<file path="src/rtl/mtp_pkg.sv">
// Package: shared register addresses and the control register layout
// for the modulo timer PWM channel.
package mtp_pkg;

    // Register select values on the write port
    typedef enum logic [1:0] {
        REG_CTRL  = 2'd0,
        REG_LIMIT = 2'd1,
        REG_MATCH = 2'd2,
        REG_FLAGS = 2'd3
    } reg_addr_e;

    // Control register, LSB first: psel[2:0], active_low, cmp_ie, ovf_ie
    typedef struct packed {
        logic       ovf_ie;
        logic       cmp_ie;
        logic       active_low;
        logic [2:0] psel;
    } ctrl_t;

    localparam int CTRL_W       = 6;
    localparam int FLAG_CMP_BIT = 0;
    localparam int FLAG_OVF_BIT = 1;

endpackage

</file>
<file path="src/rtl/mtp_prescaler.sv">
// Module: mtp_prescaler
// Divides the bus clock into counter ticks. Select value s gives a tick
// every 2^s clocks; values above MAX_LOG saturate at 2^MAX_LOG.
// Assumes: restart clears the divider, so the first tick after a restart
// comes a full interval later.
module mtp_prescaler #(
    parameter int MAX_LOG = 6,
    parameter int SEL_W   = 3
) (
    input  logic             clk,
    input  logic             rst_n,
    input  logic             restart,
    input  logic [SEL_W-1:0] sel,
    output logic             tick
);

    logic [MAX_LOG-1:0] div_q;
    logic [MAX_LOG-1:0] mask;

    // Build the mask of divider bits that must all be one for a tick
    for (genvar i = 0; i < MAX_LOG; i++) begin : g_mask
        assign mask[i] = (sel > SEL_W'(i));
    end

    assign tick = &(div_q | ~mask);

    // Free-running divider, cleared by reset or restart
    always_ff @(posedge clk) begin
        if (!rst_n || restart) div_q <= '0;
        else                   div_q <= div_q + 1'b1;
    end

    // with any division above 1, two ticks never fall back to back
    assert_no_double_tick_R2: assert property (@(posedge clk) disable iff (!rst_n)
        (tick && mask[0]) |=> (!tick || mask != $past(mask)));

endmodule

</file>
<file path="src/rtl/mtp_counter.sv">
// Module: mtp_counter
// Modulo up-counter: counts 0..limit on each step, then wraps to 0.
// Exposes the value it will load on the next step, so that the channel
// can compare without a cycle of lag.
// Assumes: a limit write always comes with restart, so the count never
// exceeds the limit.
module mtp_counter #(
    parameter int CNT_W = 16
) (
    input  logic             clk,
    input  logic             rst_n,
    input  logic             tick,
    input  logic             restart,
    input  logic [CNT_W-1:0] limit,
    output logic [CNT_W-1:0] cnt_q,
    output logic [CNT_W-1:0] cnt_nxt,
    output logic             step,
    output logic             wrap
);

    logic at_lim;

    // Next-value logic and the step and wrap qualifiers
    always_comb begin
        step    = tick && !restart;
        at_lim  = (cnt_q == limit);
        wrap    = step && at_lim;
        cnt_nxt = at_lim ? '0 : cnt_q + 1'b1;
    end

    // Count register: a restart clears it, a step advances it
    always_ff @(posedge clk) begin
        if (!rst_n || restart) cnt_q <= '0;
        else if (step)         cnt_q <= cnt_nxt;
    end

    assert_cnt_bound_R1: assert property (@(posedge clk) disable iff (!rst_n)
        cnt_q <= limit);
    assert_wrap_zero_R1: assert property (@(posedge clk) disable iff (!rst_n)
        wrap |=> (cnt_q == '0));
    assert_restart_clear_R10: assert property (@(posedge clk) disable iff (!rst_n)
        restart |=> (cnt_q == '0));
    assert_hold_no_tick_R2: assert property (@(posedge clk) disable iff (!rst_n)
        (!tick && !restart) |=> $stable(cnt_q));

endmodule

</file>
<file path="src/rtl/mtp_channel.sv">
// Module: mtp_channel
// Output-compare channel in PWM mode. The output is set active at the
// wrap and cleared when the count steps onto the compare value; when both
// happen on the same edge, the clear wins (0% duty).
// Assumes: the compare value is unbuffered and used as it stands.
module mtp_channel #(
    parameter int CNT_W = 16
) (
    input  logic             clk,
    input  logic             rst_n,
    input  logic             step,
    input  logic             wrap,
    input  logic [CNT_W-1:0] cnt_nxt,
    input  logic [CNT_W-1:0] match,
    input  logic             active_low,
    output logic             cmp_evt,
    output logic             pwm_out
);

    logic active_q;

    // Compare fires when the count steps onto the compare value
    assign cmp_evt = step && (cnt_nxt == match);

    // Level register: a compare forces it inactive, a wrap forces it active
    always_ff @(posedge clk) begin
        if (!rst_n)       active_q <= 1'b0;
        else if (cmp_evt) active_q <= 1'b0;
        else if (wrap)    active_q <= 1'b1;
    end

    // Polarity applied at the pin
    assign pwm_out = active_q ^ active_low;

    assert_cmp_drops_R4: assert property (@(posedge clk) disable iff (!rst_n)
        cmp_evt |=> !active_q);
    assert_wrap_raises_R4: assert property (@(posedge clk) disable iff (!rst_n)
        (wrap && !cmp_evt) |=> active_q);
    assert_hold_between_R5: assert property (@(posedge clk) disable iff (!rst_n)
        !step |=> $stable(active_q));

endmodule

</file>
<file path="src/rtl/mtp_regs.sv">
// Module: mtp_regs
// Write-only register file: control, limit and compare registers, plus
// the two sticky status flags with write-one-to-clear.
// Assumes: when a flag event and its clear fall in one cycle, the event wins.
module mtp_regs #(
    parameter int CNT_W = 16
) (
    input  logic              clk,
    input  logic              rst_n,
    input  logic              wr_en,
    input  logic [1:0]        wr_addr,
    input  logic [CNT_W-1:0]  wr_data,
    input  logic              cmp_evt,
    input  logic              ovf_evt,
    output mtp_pkg::ctrl_t    ctrl,
    output logic [CNT_W-1:0]  limit,
    output logic [CNT_W-1:0]  match,
    output logic              limit_wr,
    output logic              cmp_flag,
    output logic              ovf_flag
);
    import mtp_pkg::*;

    reg_addr_e addr;
    logic      clr_cmp;
    logic      clr_ovf;

    // Address decode and write-one-to-clear strobes
    always_comb begin
        addr     = reg_addr_e'(wr_addr);
        limit_wr = wr_en && (addr == REG_LIMIT);
        clr_cmp  = wr_en && (addr == REG_FLAGS) && wr_data[FLAG_CMP_BIT];
        clr_ovf  = wr_en && (addr == REG_FLAGS) && wr_data[FLAG_OVF_BIT];
    end

    // Configuration registers
    always_ff @(posedge clk) begin
        if (!rst_n) begin
            ctrl  <= '0;
            limit <= '1;
            match <= '0;
        end else if (wr_en) begin
            case (addr)
                REG_CTRL:  ctrl  <= ctrl_t'(wr_data[CTRL_W-1:0]);
                REG_LIMIT: limit <= wr_data;
                REG_MATCH: match <= wr_data;
                default:   ;
            endcase
        end
    end

    // Sticky flags: an event sets the flag, a clear strobe drops it
    always_ff @(posedge clk) begin
        if (!rst_n) begin
            cmp_flag <= 1'b0;
            ovf_flag <= 1'b0;
        end else begin
            cmp_flag <= cmp_evt || (cmp_flag && !clr_cmp);
            ovf_flag <= ovf_evt || (ovf_flag && !clr_ovf);
        end
    end

    assert_cmp_evt_wins_R7: assert property (@(posedge clk) disable iff (!rst_n)
        cmp_evt |=> cmp_flag);
    assert_ovf_evt_wins_R7: assert property (@(posedge clk) disable iff (!rst_n)
        ovf_evt |=> ovf_flag);
    assert_clear_only_R7: assert property (@(posedge clk) disable iff (!rst_n)
        (clr_ovf && !ovf_evt) |=> !ovf_flag);

endmodule

</file>
<file path="src/rtl/modtimer_pwm.sv">
// Module: modtimer_pwm (top)
// Modulo timer with clock divider and a single PWM output-compare channel.
// Assumes: single-cycle register writes; no readback path.
module modtimer_pwm #(
    parameter int CNT_W   = 16,
    parameter int MAX_LOG = 6
) (
    input  logic             clk,
    input  logic             rst_n,
    input  logic             wr_en,
    input  logic [1:0]       wr_addr,
    input  logic [CNT_W-1:0] wr_data,
    output logic             pwm_out,
    output logic             irq_cmp,
    output logic             irq_ovf,
    output logic             cmp_flag,
    output logic             ovf_flag,
    output logic [CNT_W-1:0] count
);
    import mtp_pkg::*;

    ctrl_t            ctrl;
    logic [CNT_W-1:0] limit;
    logic [CNT_W-1:0] match;
    logic [CNT_W-1:0] cnt_nxt;
    logic             limit_wr;
    logic             tick;
    logic             step;
    logic             wrap;
    logic             cmp_evt;

    mtp_regs #(.CNT_W(CNT_W)) u_regs (
        .clk(clk), .rst_n(rst_n), .wr_en(wr_en), .wr_addr(wr_addr),
        .wr_data(wr_data), .cmp_evt(cmp_evt), .ovf_evt(wrap),
        .ctrl(ctrl), .limit(limit), .match(match), .limit_wr(limit_wr),
        .cmp_flag(cmp_flag), .ovf_flag(ovf_flag)
    );

    mtp_prescaler #(.MAX_LOG(MAX_LOG), .SEL_W(3)) u_psc (
        .clk(clk), .rst_n(rst_n), .restart(limit_wr), .sel(ctrl.psel),
        .tick(tick)
    );

    mtp_counter #(.CNT_W(CNT_W)) u_cnt (
        .clk(clk), .rst_n(rst_n), .tick(tick), .restart(limit_wr),
        .limit(limit), .cnt_q(count), .cnt_nxt(cnt_nxt), .step(step),
        .wrap(wrap)
    );

    mtp_channel #(.CNT_W(CNT_W)) u_ch (
        .clk(clk), .rst_n(rst_n), .step(step), .wrap(wrap),
        .cnt_nxt(cnt_nxt), .match(match), .active_low(ctrl.active_low),
        .cmp_evt(cmp_evt), .pwm_out(pwm_out)
    );

    // Interrupt requests gated by their enables
    assign irq_cmp = cmp_flag && ctrl.cmp_ie;
    assign irq_ovf = ovf_flag && ctrl.ovf_ie;

endmodule

</file>
<file path="config.mk">
export PLATFORM = sky130hd
export DESIGN_NAME = modtimer_pwm
export DESIGN_NICKNAME = d
export VERILOG_FILES = /design/src/rtl/mtp_pkg.sv /design/src/rtl/mtp_prescaler.sv /design/src/rtl/mtp_counter.sv /design/src/rtl/mtp_channel.sv /design/src/rtl/mtp_regs.sv /design/src/rtl/modtimer_pwm.sv
export SDC_FILE = /design/constraint.sdc
export NUM_CORES = 1
export LEC_CHECK = 0
export BUFFER_PORTS_ARGS = -buffer_cell sky130_fd_sc_hd__buf_2
export CORE_MARGIN = 2
export CORE_UTILIZATION = 55
export CTS_CLUSTER_DIAMETER = 40
export DETAILED_ROUTE_END_ITERATION = 6
export PLACE_DENSITY = 0.76
export SLEW_MARGIN = 0
export SYNTH_ARGS = -nofsm -noshare
export SYNTH_HDL_FRONTEND = slang
export SYNTH_SLANG_ARGS = --single-unit
</file>
<file path="constraint.sdc">
create_clock -name clk -period 3.65 [get_ports clk]
set_clock_uncertainty 0.1 [all_clocks]
set_input_delay 0.365 -clock clk [delete_from_list [all_inputs] [get_ports clk]]
set_output_delay 0.365 -clock clk [all_outputs]
set_load 0.02 [all_outputs]
</file>
== After elaboration in Yosys (flattened, before gate mapping) ==
Cells that the tools add are included.

* $add $sub $neg: 2
* Magnitude comparators: 6
* Equal/unequal tests: 5
* Muxes and demuxes: 1
* Bitwise operators: 4
* Reduce and logical (&&, ||, !) cells: 24

{| class="wikitable"
|+ Operators with widths
! kind !! number
|-
| 16-bit equality test || 2
|-
| 16-bit by 1-bit adder with 16-bit output, second input constant || 1
|-
| 16-bit two-way mux || 1
|-
| 1-bit logical AND || 11
|-
| 6-bit by 1-bit adder with 6-bit output, second input constant || 1
|-
| 3-bit by 1-bit greater-than comparator with 1-bit output, second input constant || 2
|-
| 3-bit by 2-bit greater-than comparator with 1-bit output, second input constant || 2
|-
| 3-bit greater-than comparator, second input constant || 2
|-
| 6-bit inverter || 1
|-
| 6-bit bitwise OR || 1
|-
| 2-bit AND reduction || 3
|-
| 6-bit AND reduction || 1
|-
| 2-bit equality test, second input constant || 2
|-
| 1-bit logical NOT || 4
|-
| 1-bit logical OR || 3
|-
| 2-bit by 1-bit equality test with 1-bit output, second input constant || 1
|-
| 2-bit logical NOT || 1
|-
| 2-bit OR reduction || 1
|-
| 1-bit inverter || 1
|-
| 1-bit bitwise XOR || 1
|}

* Register bits after elaboration: 63
* Input port bits: 21
* Output and inout port bits: 21
* Word-level logic and storage cells: 53

== Logic depth before layout (Yosys ltp) ==
Gate-level depths: netlist of the first run.

* Depth in word-level cells: 7
* Gate-level depth with buffers: 11
* Gate-level depth less buffers: 9

== Hierarchy ==
Synthesis of the first run repeated with hierarchy kept, for this count alone.

* Cell total of the unflattened synthesis: 432
* Area, all modules: 3656.0 um2

{| class="wikitable"
|+ Modules (own cells, without submodules)
! module !! times used !! cells an instance !! area an instance (um2) !! sequential area each (um2)
|-
| mtp_regs || 1 || 175 || 1654.1 || 800.8
|-
| mtp_counter || 1 || 198 || 1493.9 || 320.3
|-
| mtp_prescaler || 1 || 31 || 272.8 || 120.1
|-
| mtp_channel || 1 || 26 || 222.7 || 20.0
|-
| modtimer_pwm || 1 || 2 || 12.5 || 0.0
|}

== Least setup slack after synthesis of the first run ==
OpenSTA, ideal clock, no wires.

* Kind: register to register
* Start: reg u_cnt.cnt_q[1]
* End: reg u_ch.active_q
* Setup time: 116 ps
* Data arrival time: 2491 ps
* Required time: 3434 ps
* Path slack: 943 ps
* Cell stages (with the launch flop): 9
* Path buffers: 0
* Period minus slack after synthesis: 2707 ps
* Path through: dfxtp_1 ha_1 nand3_2 or4_1 xor2_1 a2111oi_0 and4_1 nand4_1 o211a_1

* Longest elaborated chain between the ends: 5

{| class="wikitable"
|+ Ends and longest elaborated chain
! item !! line !! text
|-
| from (decl) || mtp_counter.sv:15 || <nowiki>output logic [CNT_W-1:0] cnt_q,</nowiki>
|-
| from (signal assigned) || mtp_counter.sv:34 || <nowiki>else if (step) cnt_q <= cnt_nxt;</nowiki>
|-
| 16-bit by 1-bit adder with 16-bit output or 16-bit equality test (tied branches) || mtp_counter.sv:28, mtp_counter.sv:26 ||
|-
| 16-bit two-way mux || mtp_counter.sv:28 || <nowiki>cnt_nxt = at_lim ? '0 : cnt_q + 1'b1;</nowiki>
|-
| 16-bit equality test || mtp_channel.sv:23 || <nowiki>assign cmp_evt = step && (cnt_nxt == match);</nowiki>
|-
| 1-bit logical AND || mtp_channel.sv:23 ||
|-
| 2-bit OR reduction (no source line) || n/a ||
|-
| to (signal assigned) || mtp_channel.sv:27 || <nowiki>if (!rst_n) active_q <= 1'b0;</nowiki>
|-
| to (signal assigned) || mtp_channel.sv:28 || <nowiki>else if (cmp_evt) active_q <= 1'b0;</nowiki>
|-
| to (signal assigned) || mtp_channel.sv:29 || <nowiki>else if (wrap) active_q <= 1'b1;</nowiki>
|-
| to (decl) || mtp_channel.sv:20 || <nowiki>logic active_q;</nowiki>
|}

Several ways; a longest one is shown, not always the timed one.
A chain may end at the register's enable or synchronous reset.

== Worst setup path in the final report of the first run ==
* Start: reg u_cnt.cnt_q[0]
* End: reg u_ch.active_q

The elaborated chain is that of the path after synthesis.

==> results.md, run 1 <==
* Post-synthesis adder-cell area fraction at 0.712%
* P&R area growth vs syn at 10.7%
* Synth Register Bits at 63
* Synth Area in Simple Gates at 30.7%
* Finished Layout Cells at 545
* TritonCTS clock tree: built
* # rows at 29
* Worst Path Required at 3.79 ns
* Die Height at 83.9 um
* Initial Util at 56.0%
* Final nets at 487
* Cell accounting for the most synthesized area: dfxtp_1
* Sequential area share after synthesis at 35.9%
* Worst vdd rail ir drop at 0.252 mV
* Arr. time, crit path at 3.30 ns
* Post-Syn Instances at 438
* Main combinational cell family by area after synthesis: simple AND/OR/NAND/NOR gates
* Routed len/inst at 15.8 um
* Final min period at 3.16 ns
* Slew at the pin closest to its max-slew limit at 1.14 ns
* Routability cong. at 0.933
* Leakage at 1.52 nW
* Clock Latency Late Sink at 0.35 ns
* Setup tns final at 0 ns
* Switch Pwr at 0.000399 W
* Buf+Inv Stages, Crit Path at 0
* First-pass GRT wire length at 13700 um
* Yosys warnings at 0
* Synth Area in XOR/XNOR at 10.5%
* Number of synthesized flops with an enable pin at 0
* Count of final setup violators at 0
* Comb power frac at 10.1%
* Detail Placement HPWL at 6210 um
* Pin count of the biggest net entering global routing at 44
* Mapped Area at 3510 um^2
* Ratio of cells with drive above 1 in the final layout at 16.2%
* Fmax at 0.317 GHz
* Slowest CP cell: or4_1
* Total number of vias at 3205
* Crit-path max FO at 9
* Clock Sinks at 63
* Chip width at 83.9 um
* Hold_buf cts at 0
* Ant diodes at 0
* Normalized max-slew margin at 23.9%
* CTS root buf: clkbuf_8
* Most frequent cells in the layout: nand2_1 (80), dfxtp_1 (63), buf_2 (41), xnor2_1 (32), nor2_1 (31)
* Vias in the first global route at 2760
* Most common cell after layout, fill and taps aside: nand2_1
* Worst Hold Class: input pin to register
* Design Area, Final at 3890 um^2
* Maxcap violations at 0
* Clk pwr share at 40.6%
* CP startpoint kind: register
* RSZ-0062 raised after global routing: false
* Remaining DRCs at 0
* Main flop type after synthesis: dfxtp_1
* Top cell type's share of synthesized area at 35.9%
* WS Path Type: register to register
* Total CTS buffers at 9
* Dpl cell area at 3690 um^2
* Outcome: complete, no violations
* CP top delay family: simple AND/OR/NAND/NOR gates
* Setup Buffers After CTS at 0
* Placed cells at 530
* Synth Area in Compound Gates at 14.4%
* Die area at 7040 um^2
* Avg Inst Size Synth at 8.02 um^2
* Pins Over Slew Limit at 0
* Core Area at 6280 um^2
* Post-synthesis mux area share at 2.28%
* Asr flop ratio synth at 0%
* H-tree depth at 3
* Final wirelength at 8590 um
* Drt first pass iters at 5
* Power Dens Cells at 387 nW/um^2
* I/O pins at 42
* GRT Resource Usage Total at 24.4%
* Syn nets at 461
* Grt total ovfl at 0
* I/O Buffers at 41
* Worst path max stage delay at 0.60 ns
* Worst-path clk slew at 0.07 ns
* Initial antenna violation count at 0
* DR iter-0 viols at 246
* Post-CTS Resized at 0
* Area contributors post-synth: dfxtp_1 (36%), nand2_1 (8.5%), xnor2_1 (8.0%)
* Switching Share at 26.5%
* CP Cell Sequence: ha_1 > nand3_2 > or4_1 > xor2_1 > a2111oi_0 > and4_1 > nand4_1 > o211a_1
* Post-route ant nets at 0
* CTS Buffer Depth at 2
* Sequential share of power at 49.4%
* Crit. End Element: register
* Hold Fails Final Rpt at 0
* Int Pwr at 0.00110 W
* Fin crit share at 86.4%
* Vias per cell at 5.88
* Post-synthesis cell type count at 59
==> synthesized netlist by cell type, drive strengths merged, types with 3 or more instances <==
cell,instances
o21ai,16
nor4,5
nand4,11
inv,8
buf,15
dfxtp,63
nor3,9
nor2b,9
or4,3
and3,5
xnor2,32
nand2b,4
clkbuf,17
nand3,26
a32oi,3
or3,3
a21boi,17
nor2,31
nand2,81
nand3b,9
xor2,10
a21oi,18
mux2i,8
==> path summary, 6_finish.rpt <==
kind                                 startpoint                             to  slack (ns)  cells after the start
setup / recovery    u_cnt.cnt_q[0]$_SDFFE_PP0P_     u_ch.active_q$_SDFFE_PP0P_        0.49                      8
hold / removal                       wr_data[7]   u_regs.limit[7]$_SDFFE_PN1P_        0.15                      3
setup reg to reg    u_cnt.cnt_q[0]$_SDFFE_PP0P_     u_ch.active_q$_SDFFE_PP0P_        0.49                      8
hold reg to reg   u_regs.limit[15]$_SDFFE_PN1P_  u_regs.limit[15]$_SDFFE_PN1P_        0.38                      2
==> metal layers <==
layer  share of wire [%]  vias to the layer above  global-route usage (%)
met3                 5.7                       18                    3.76
met2                  45                      128                    37.7
li1                    -                     1559                       -
met1                  47                     1500                    33.9
met5                   0                        -                       0
met4                 2.3                        0                    10.1
==> cells by family (layout without fill, tap and decap cells) <==
kind of cell	after synthesis	in the layout
fa+ha+maj	2	2
compound gates	75	75
simple gates	208	208
mux	8	8
flops	63	63
buf+inv	40	70
xor+xnor	42	42
==> layout make-up <==
type / count / area [um^2]
clock buffer: 10 / 138
clock inverter: 5 / 58.8
tap: 77 / 96.3
timing repair buffer: 47 / 250
multi-input combinational: 335 / 2050
fill: 575 / 2390
sequential: 63 / 1260
inverter: 8 / 30.0
==> stage by stage <==
step	total power, W	worst slack [ns]	hold slack, ns	util (%)
after detailed placement	0.000907	0.614	0.379	58.8
after global routing	0.00156	0.315	0.148	61.9
after CTS	0.00151	0.588	0.140	61.9
after global placement	0.000903	0.676	0.372	58.8
final	0.00150	0.495	0.147	61.9
after floorplan	0.000856	0.943	0.350	-
==> worst min-delay path: stages <==
cell,delay (ns)
buf_2,0.08
nand2_1,0.05
nand3_1,0.06
==> registers in the layout, indices dropped and copies added, names as in the netlist <==
name             flops
u_cnt.cnt_q         16
u_regs.ovf_flag      1
u_regs.ctrl          6
u_psc.div_q          6
u_regs.limit        16
u_ch.active_q        1
u_regs.match        16
u_regs.cmp_flag      1
==> power by group through the flow <==
stage	Clock, W	Combinational (W)	Sequential [W]
floorplan	0	0.000106	0.000750
global placement	0	0.000147	0.000756
detailed placement	0	0.000150	0.000757
CTS	0.000614	0.000150	0.000741
global route	0.000648	0.000168	0.000744
finish	0.000610	0.000151	0.000742
No activity file was read; power rests on OpenSTA's default activity.
==> inputs of run 2 (changes only) <==
--- a/config.mk
+++ b/config.mk
@@ -5,6 +5,7 @@
 export SDC_FILE = /design/constraint.sdc
 export NUM_CORES = 1
 export LEC_CHECK = 0
+export ABC_AREA = 1
 export BUFFER_PORTS_ARGS = -buffer_cell sky130_fd_sc_hd__buf_2
 export CORE_MARGIN = 2
 export CORE_UTILIZATION = 55
==> results.md, run 2 <==
* Maxcap violations at 0 (unchanged)
* Hold Fails Final Rpt at 0 (unchanged)
* Int Pwr at 0.00122 W (+11%)
* Mapped Area at 3300 um^2 (-6.2%)
* Asr flop ratio synth at 0% (unchanged)
* Biggest regs: u_cnt.cnt_q (16), u_regs.limit (16), u_regs.match (16)
* Most common cell after layout, fill and taps aside: nand2_1
* Crit-path max FO at 31 (+22)
* Syn nets at 519 (+13%)
* # rows at 28 (-3.4%)
* I/O Buffers at 41 (unchanged)
* Arr. time, crit path at 2.66 ns (-0.64 ns)
* Most frequent cell after synthesis: nand2_1
* Die area at 6630 um^2 (-5.9%)
* I/O pins at 42 (unchanged)
* Yosys warnings at 0 (unchanged)
* Post-Syn Instances at 496 (+13%)
* Main flop type after synthesis: dfxtp_1
* GRT Resource Usage Total at 27.5% (+3.1 points)
* Power Dens Cells at 468 nW/um^2 (+21%)
* Routed len/inst at 13.5 um (-15%)
* Final nets at 557 (+14%)
* Remaining DRCs at 0 (unchanged)
* DR iter-0 viols at 194 (-21%)
* Die Height at 81.4 um (-3.0%)
* Final min period at 2.47 ns (-0.681 ns)
* Worst-path clk slew at 0.07 ns (about the same)
* Ant diodes at 0 (unchanged)
* Normalized max-slew margin at 49.6% (+26 points)
* Sequential share of power at 44.7% (-4.7 points)
* Synth Register Bits at 63 (unchanged)
* Slew at the pin closest to its max-slew limit at 0.750 ns (-0.389 ns)
* Most frequent cells in the layout: nand2_1 (137), dfxtp_1 (63), inv_1 (62), nor2_1 (53), o21ai_0 (47)
* Fin crit share at 67.8% (-19 points)
* Grt total ovfl at 0 (unchanged)
* Top post-synthesis cells by count: nand2_1 (137), dfxtp_1 (63), inv_1 (62)
* Pins Over Slew Limit at 0 (unchanged)
* Vias in the first global route at 3077 (+11%)
* Total CTS buffers at 9 (unchanged)
* Switch Pwr at 0.000532 W (+33%)
* Finished Layout Cells at 614 (+13%)
* Drt first pass iters at 4 (-1)
* Clk pwr share at 38.0% (-2.6 points)
* Worst Hold Class: input pin to register
* Final worst slack at 1.18 ns (+0.681 ns)
* RSZ-0062 raised after global routing: false
* Pin count of the biggest net entering global routing at 41 (-6.8%)
* CP startpoint kind: register
* Comb power frac at 17.3% (+7.2 points)
* TritonCTS clock tree: built
* Fill count at 541 (-5.9%)
* Placement Setup Slack at 1.23 ns (+0.617 ns)
* Setup tns final at 0 ns (unchanged)
* Routability cong. at 0.925 (-0.89%)
* Placed cells at 598 (+13%)
* Chip width at 81.4 um (-3.0%)
* WS Path Type: register to register
* CTS Buffer Depth at 2 (unchanged)
* Vias per cell at 5.25 (-11%)
* Fmax at 0.404 GHz (+28%)
* Clock Latency Late Sink at 0.35 ns (about the same)
* Post-synthesis cell type count at 29 (-51%)
* Worst Path Required at 3.83 ns (+0.04 ns)
* Ratio of cells with drive above 1 in the final layout at 14.5% (-1.8 points)
* Total number of vias at 3226 (+0.66%)
* Clock Sinks at 63 (unchanged)
* H-tree depth at 3 (unchanged)
* Setup Buffers After CTS at 0 (unchanged)
* Number of synthesized flops with an enable pin at 0 (unchanged)
* Util after Layout at 64.1% (+2.1 points)
* Hold_buf cts at 0 (unchanged)
* Crit. End Element: register
* Area contributors post-synth: dfxtp_1 (38%), nand2_1 (16%), o21ai_0 (7.1%)
* Worst vdd rail ir drop at 0.277 mV (+9.8%)
* Post-CTS Resized at 0 (unchanged)
* Sequential area share after synthesis at 38.3% (+2.4 points)
* First-pass GRT wire length at 13900 um (+1.6%)
* Core Area at 5850 um^2 (-6.8%)
* P&R area growth vs syn at 13.7%
* Leakage at 1.85 nW (+22%)
* Initial antenna violation count at 0 (unchanged)
* CTS root buf: clkbuf_8
* Cell accounting for the most synthesized area: dfxtp_1
* Switching Share at 30.3% (+3.8 points)
* Final wirelength at 8270 um (-3.7%)
* Initial Util at 56.4% (+0.38 points)
* Hold_ws at 0.146 ns (-0.00133 ns)
* Outcome: complete, no violations
* Post-route ant nets at 0 (unchanged)
* Avg Inst Size Synth at 6.65 um^2 (-17%)
* Top cell type's share of synthesized area at 38.3% (+2.4 points)
* Count of final setup violators at 0 (unchanged)
* Detail Placement HPWL at 5810 um (-6.5%)
## run 2: changes by cell type after synthesis, sizes merged, moves of 8 or more
| cell | delta |
|---|---|
| buf | -10 |
| a21boi | -16 |
| nor2 | +27 |
| xnor2 | -32 |
| a21oi | +12 |
| inv | +58 |
| nand3 | -10 |
| nand2 | +60 |
| o211ai | +16 |
| o21ai | +33 |
| mux2i | -8 |
| nor2b | -9 |
## run 2: final timing paths
check | end | start | depth (start not counted) | slack [ns]
worst min-delay path | u_regs.limit[7]$_SDFFE_PN1P_ | wr_data[7] | 3 | 0.15
worst min register to register | u_regs.match[2]$_SDFFE_PN0P_ | u_regs.match[2]$_SDFFE_PN0P_ | 2 | 0.37
worst max register to register | u_regs.cmp_flag$_SDFF_PN0_ | u_cnt.cnt_q[0]$_SDFFE_PP0P_ | 14 | 1.18
worst max-delay path | u_regs.cmp_flag$_SDFF_PN0_ | u_cnt.cnt_q[0]$_SDFFE_PP0P_ | 14 | 1.18
## run 2: per-stage QoR
step	instance area [um^2]	power [W]
2_1_floorplan	3300	0.00101
3_3_place_gp	3540	0.00109
3_5_place_dp	3540	0.00110
4_1_cts	3750	0.00176
5_1_grt	3750	0.00184
6_report	3750	0.00176
## run 2: layout make-up
class	count	area [um^2]	area share [%]
clock buffer	10	128	3.40
inverter	68	255	6.81
multi-input combinational	347	1690	45.1
clock inverter	6	85.1	2.27
sequential	63	1260	33.6
timing repair buffer	45	235	6.28
tap	75	93.8	2.50
## run 2: critical path, stage by stage, from the launching register on
cell and delay [ns]:
dfxtp_1 0.45, inv_1 0.12, nand2_1 0.07, nand2_1 0.05, nor2_1 0.18, nand2_1 0.11, nor2_1 0.14, nand2_2 0.36
nand3b_1 0.23, nand2_1 0.08, nor2_1 0.13, nand2_1 0.08, nor2_2 0.10, nand3_1 0.10, a21oi_2 0.12
## run 2: per-layer routing
| layer | track usage [%] | share of wire [%] |
|---|---|---|
| met5 | 0 | 0 |
| met2 | 46.8 | 50 |
| met3 | 4.51 | 3.8 |
| met4 | 12.2 | 1.5 |
| met1 | 34.1 | 45 |
## run 2: power groups by stage
stage / Clock, W / Sequential (W) / Combinational [W]
after floorplan: 0 / 0.000809 / 0.000200
after global placement: 0 / 0.000798 / 0.000296
after detailed placement: 0 / 0.000799 / 0.000301
after CTS: 0.000677 / 0.000784 / 0.000303
after global routing: 0.000702 / 0.000791 / 0.000348
final: 0.000667 / 0.000785 / 0.000304
## run 2: cell families after synthesis
| family | share of synthesized area [%] |
|---|---|
| adder cells (fa/ha/maj) | 0.759 |
| AO/OA/AOI/OAI | 16.7 |
| flip-flops | 38.3 |
| buffers and inverters | 10.7 |
| XOR/XNOR | 3.64 |
| AND/OR/NAND/NOR | 29.9 |
==> inputs of run 3 (changes only) <==
--- a/config.mk
+++ b/config.mk
@@ -5,13 +5,13 @@
 export SDC_FILE = /design/constraint.sdc
 export NUM_CORES = 1
 export LEC_CHECK = 0
-export ABC_AREA = 1
+export ABC_AREA = 0
 export BUFFER_PORTS_ARGS = -buffer_cell sky130_fd_sc_hd__buf_2
 export CORE_MARGIN = 2
-export CORE_UTILIZATION = 55
+export CORE_UTILIZATION = 53
 export CTS_CLUSTER_DIAMETER = 40
 export DETAILED_ROUTE_END_ITERATION = 6
-export PLACE_DENSITY = 0.76
+export PLACE_DENSITY = 0.77
 export SLEW_MARGIN = 0
 export SYNTH_ARGS = -nofsm -noshare
 export SYNTH_HDL_FRONTEND = slang
==> constraint.sdc (replaced) <==
create_clock -name clk -period 2.2 [get_ports clk]
set_clock_uncertainty 0.1 [all_clocks]
set_input_delay 0.22 -clock clk [delete_from_list [all_inputs] [get_ports clk]]
set_output_delay 0.22 -clock clk [all_outputs]
set_load 0.02 [all_outputs]
==> results.md, run 3 (synthesis gave the netlist of run 1 again) <==
* Fin crit share at 112% (+44 points)
* Routed len/inst at 16.7 um (+24%)
* Final nets at 545 (-2.2%)
* Post-route ant nets at 0 (unchanged)
* Leakage at 1.93 nW (+4.4%)
* DR iter-0 viols at 302 (+56%)
* Arr. time, crit path at 2.60 ns (-0.06 ns)
* Slew at the pin closest to its max-slew limit at 0.613 ns (-0.137 ns)
* CP top delay family: simple AND/OR/NAND/NOR gates
* Worst Path Required at 2.34 ns (-1.49 ns)
* Detail Placement HPWL at 6970 um (+20%)
* Crit. End Element: register
* Grt total ovfl at 0 (unchanged)
* Dpl cell area at 4190 um^2 (+18%)
* Ratio of cells with drive above 1 in the final layout at 31.4% (+17 points)
* Biggest regs: u_cnt.cnt_q (16), u_regs.limit (16), u_regs.match (16)
* Final worst slack at -0.266 ns (-1.44 ns)
* Initial antenna violation count at 0 (unchanged)
* I/O Buffers at 41 (unchanged)
* GRT Resource Usage Total at 27.5% (about the same)
* Buf+Inv Stages, Crit Path at 0 (-1)
* Die area at 7300 um^2 (+10%)
* Normalized max-slew margin at 59.0% (+9.4 points)
* CTS root buf: clkbuf_8
* Design Area, Final at 4520 um^2 (+21%)
* Ant diodes at 0 (unchanged)
* Most common cell after layout, fill and taps aside: nand2_1
* Vias in the first global route at 3150 (+2.4%)
* Total number of vias at 3529 (+9.4%)
* Placement Setup Slack at -0.280 ns (-1.51 ns)
* H-tree depth at 3 (unchanged)
* Core Area at 6390 um^2 (+9.2%)
* Worst-path clk slew at 0.07 ns (about the same)
* Crit-path max FO at 6 (-81%)
* Worst vdd rail ir drop at 0.410 mV (+48%)
* Routability cong. at 0.903 (-2.3%)
* Drt first pass iters at 6 (+2)
* Total CTS buffers at 9 (unchanged)
* WS Path Type: register to register
* Vias per cell at 5.86 (+12%)
* Count of final setup violators at 3 (+3)
* Pin count of the biggest net entering global routing at 23 (-44%)
* Power Dens Cells at 540 nW/um^2 (+15%)
* CTS Buffer Depth at 2 (unchanged)
* Pins Over Slew Limit at 0 (unchanged)
* Clock Latency Late Sink at 0.35 ns (about the same)
* Maxcap violations at 0 (unchanged)
* Chip width at 85.4 um (+4.9%)
* Most frequent cells in the layout: nand2_1 (80), buf_4 (62), dfxtp_1 (48), buf_2 (41), nor2_1 (30)
* Worst Hold Class: input pin to register
* Outcome: complete, but fails checks
* Remaining DRCs at 0 (unchanged)
* CP startpoint kind: register
* Slowest CP cell: or4_4
* RSZ-0062 raised after global routing: true
* Die Height at 85.4 um (+4.9%)
* P&R area growth vs syn at 28.7%
* Final wirelength at 10000 um (+21%)
* TritonCTS clock tree: built
* Clock Sinks at 63 (unchanged)
* CP Cell Sequence: ha_4 > nand3_4 > or4_4 > xor2_4 > a2111oi_1 > and4_1 > nand4_1 > o211a_1
* Initial Util at 55.0% (-1.3 points)
* Fmax at 0.406 GHz (+0.33%)
* First-pass GRT wire length at 15700 um (+13%)
* I/O pins at 42 (unchanged)
* Final min period at 2.47 ns (-0.00802 ns)
* Worst path max stage delay at 0.58 ns (+0.13 ns)
* Hold Fails Final Rpt at 0 (unchanged)
* # rows at 29 (+3.6%)
* Failing checks: setup timing
-- run 3: path summary, 6_finish.rpt --
check | to | slack [ns] | startpoint | cells after the start
setup / recovery | u_ch.active_q$_SDFFE_PP0P_ | -0.27 | u_cnt.cnt_q[0]$_SDFFE_PP0P_ | 8
hold / removal | u_regs.limit[6]$_SDFFE_PN1P_ | 0.01 | wr_data[6] | 3
setup reg to reg | u_ch.active_q$_SDFFE_PP0P_ | -0.27 | u_cnt.cnt_q[0]$_SDFFE_PP0P_ | 8
hold reg to reg | u_regs.limit[1]$_SDFFE_PN1P_ | 0.40 | u_regs.limit[1]$_SDFFE_PN1P_ | 2
-- run 3: per-layer routing --
layer / GRT usage, % / wire length, um / vias up
li1: - / - / 1681
met1: 39.2 / 4590 / 1654
met2: 41.2 / 4390 / 166
met3: 4.86 / 790 / 28
met4: 11.0 / 274 / 0
met5: 0 / 0 / -
-- run 3: stage by stage --
stage	std cells	setup TNS [ns]	power [W]	utilization, %	hold WS, ns
2_1_floorplan	438	-0.224	0.00143	-	0.244
3_3_place_gp	579	-2.37	0.00154	65.5	0.348
3_5_place_dp	579	-2.40	0.00154	65.5	0.349
4_1_cts	594	-0.429	0.00243	68.9	0.00397
5_1_grt	602	-0.802	0.00253	70.8	0.0161
6_report	602	-0.534	0.00244	70.8	0.0110
-- run 3: power breakdown --
group          internal, W  total [W]  switching [W]
Combinational     0.000139   0.000310       0.000172
Sequential         0.00117    0.00122      0.0000505
Clock             0.000457   0.000908       0.000451
-- run 3: worst reg2reg max path: cells and delay by family, from the launching register on --
family | cells | cell delay [ns]
XOR/XNOR | 1 | 0.19
AO/OA/AOI/OAI | 2 | 0.47
flip-flops | 1 | 0.40
adder cells (fa/ha/maj) | 1 | 0.15
AND/OR/NAND/NOR | 4 | 1.05
-- run 3: layout make-up --
| cell class | count | area, um^2 |
|---|---|---|
| Fill cell | 463 | 1870 |
| Inverter | 8 | 30.0 |
| Clock inverter | 3 | 17.5 |
| Tap cell | 77 | 96.3 |
| Clock buffer | 11 | 151 |
| Multi-Input combinational cell | 335 | 2230 |
| Timing Repair Buffer | 105 | 692 |
| Sequential cell | 63 | 1310 |
-- run 3: what timing repair did --
action / in CTS / in global routing
endpoints found under the setup margin: 16 / 10
buffers inserted: 0 / 8
resized for setup: 6 / 15
hold endpoints to repair: 1 / 0
pin swaps: 0 / 6
hold buffers: 1 / 0
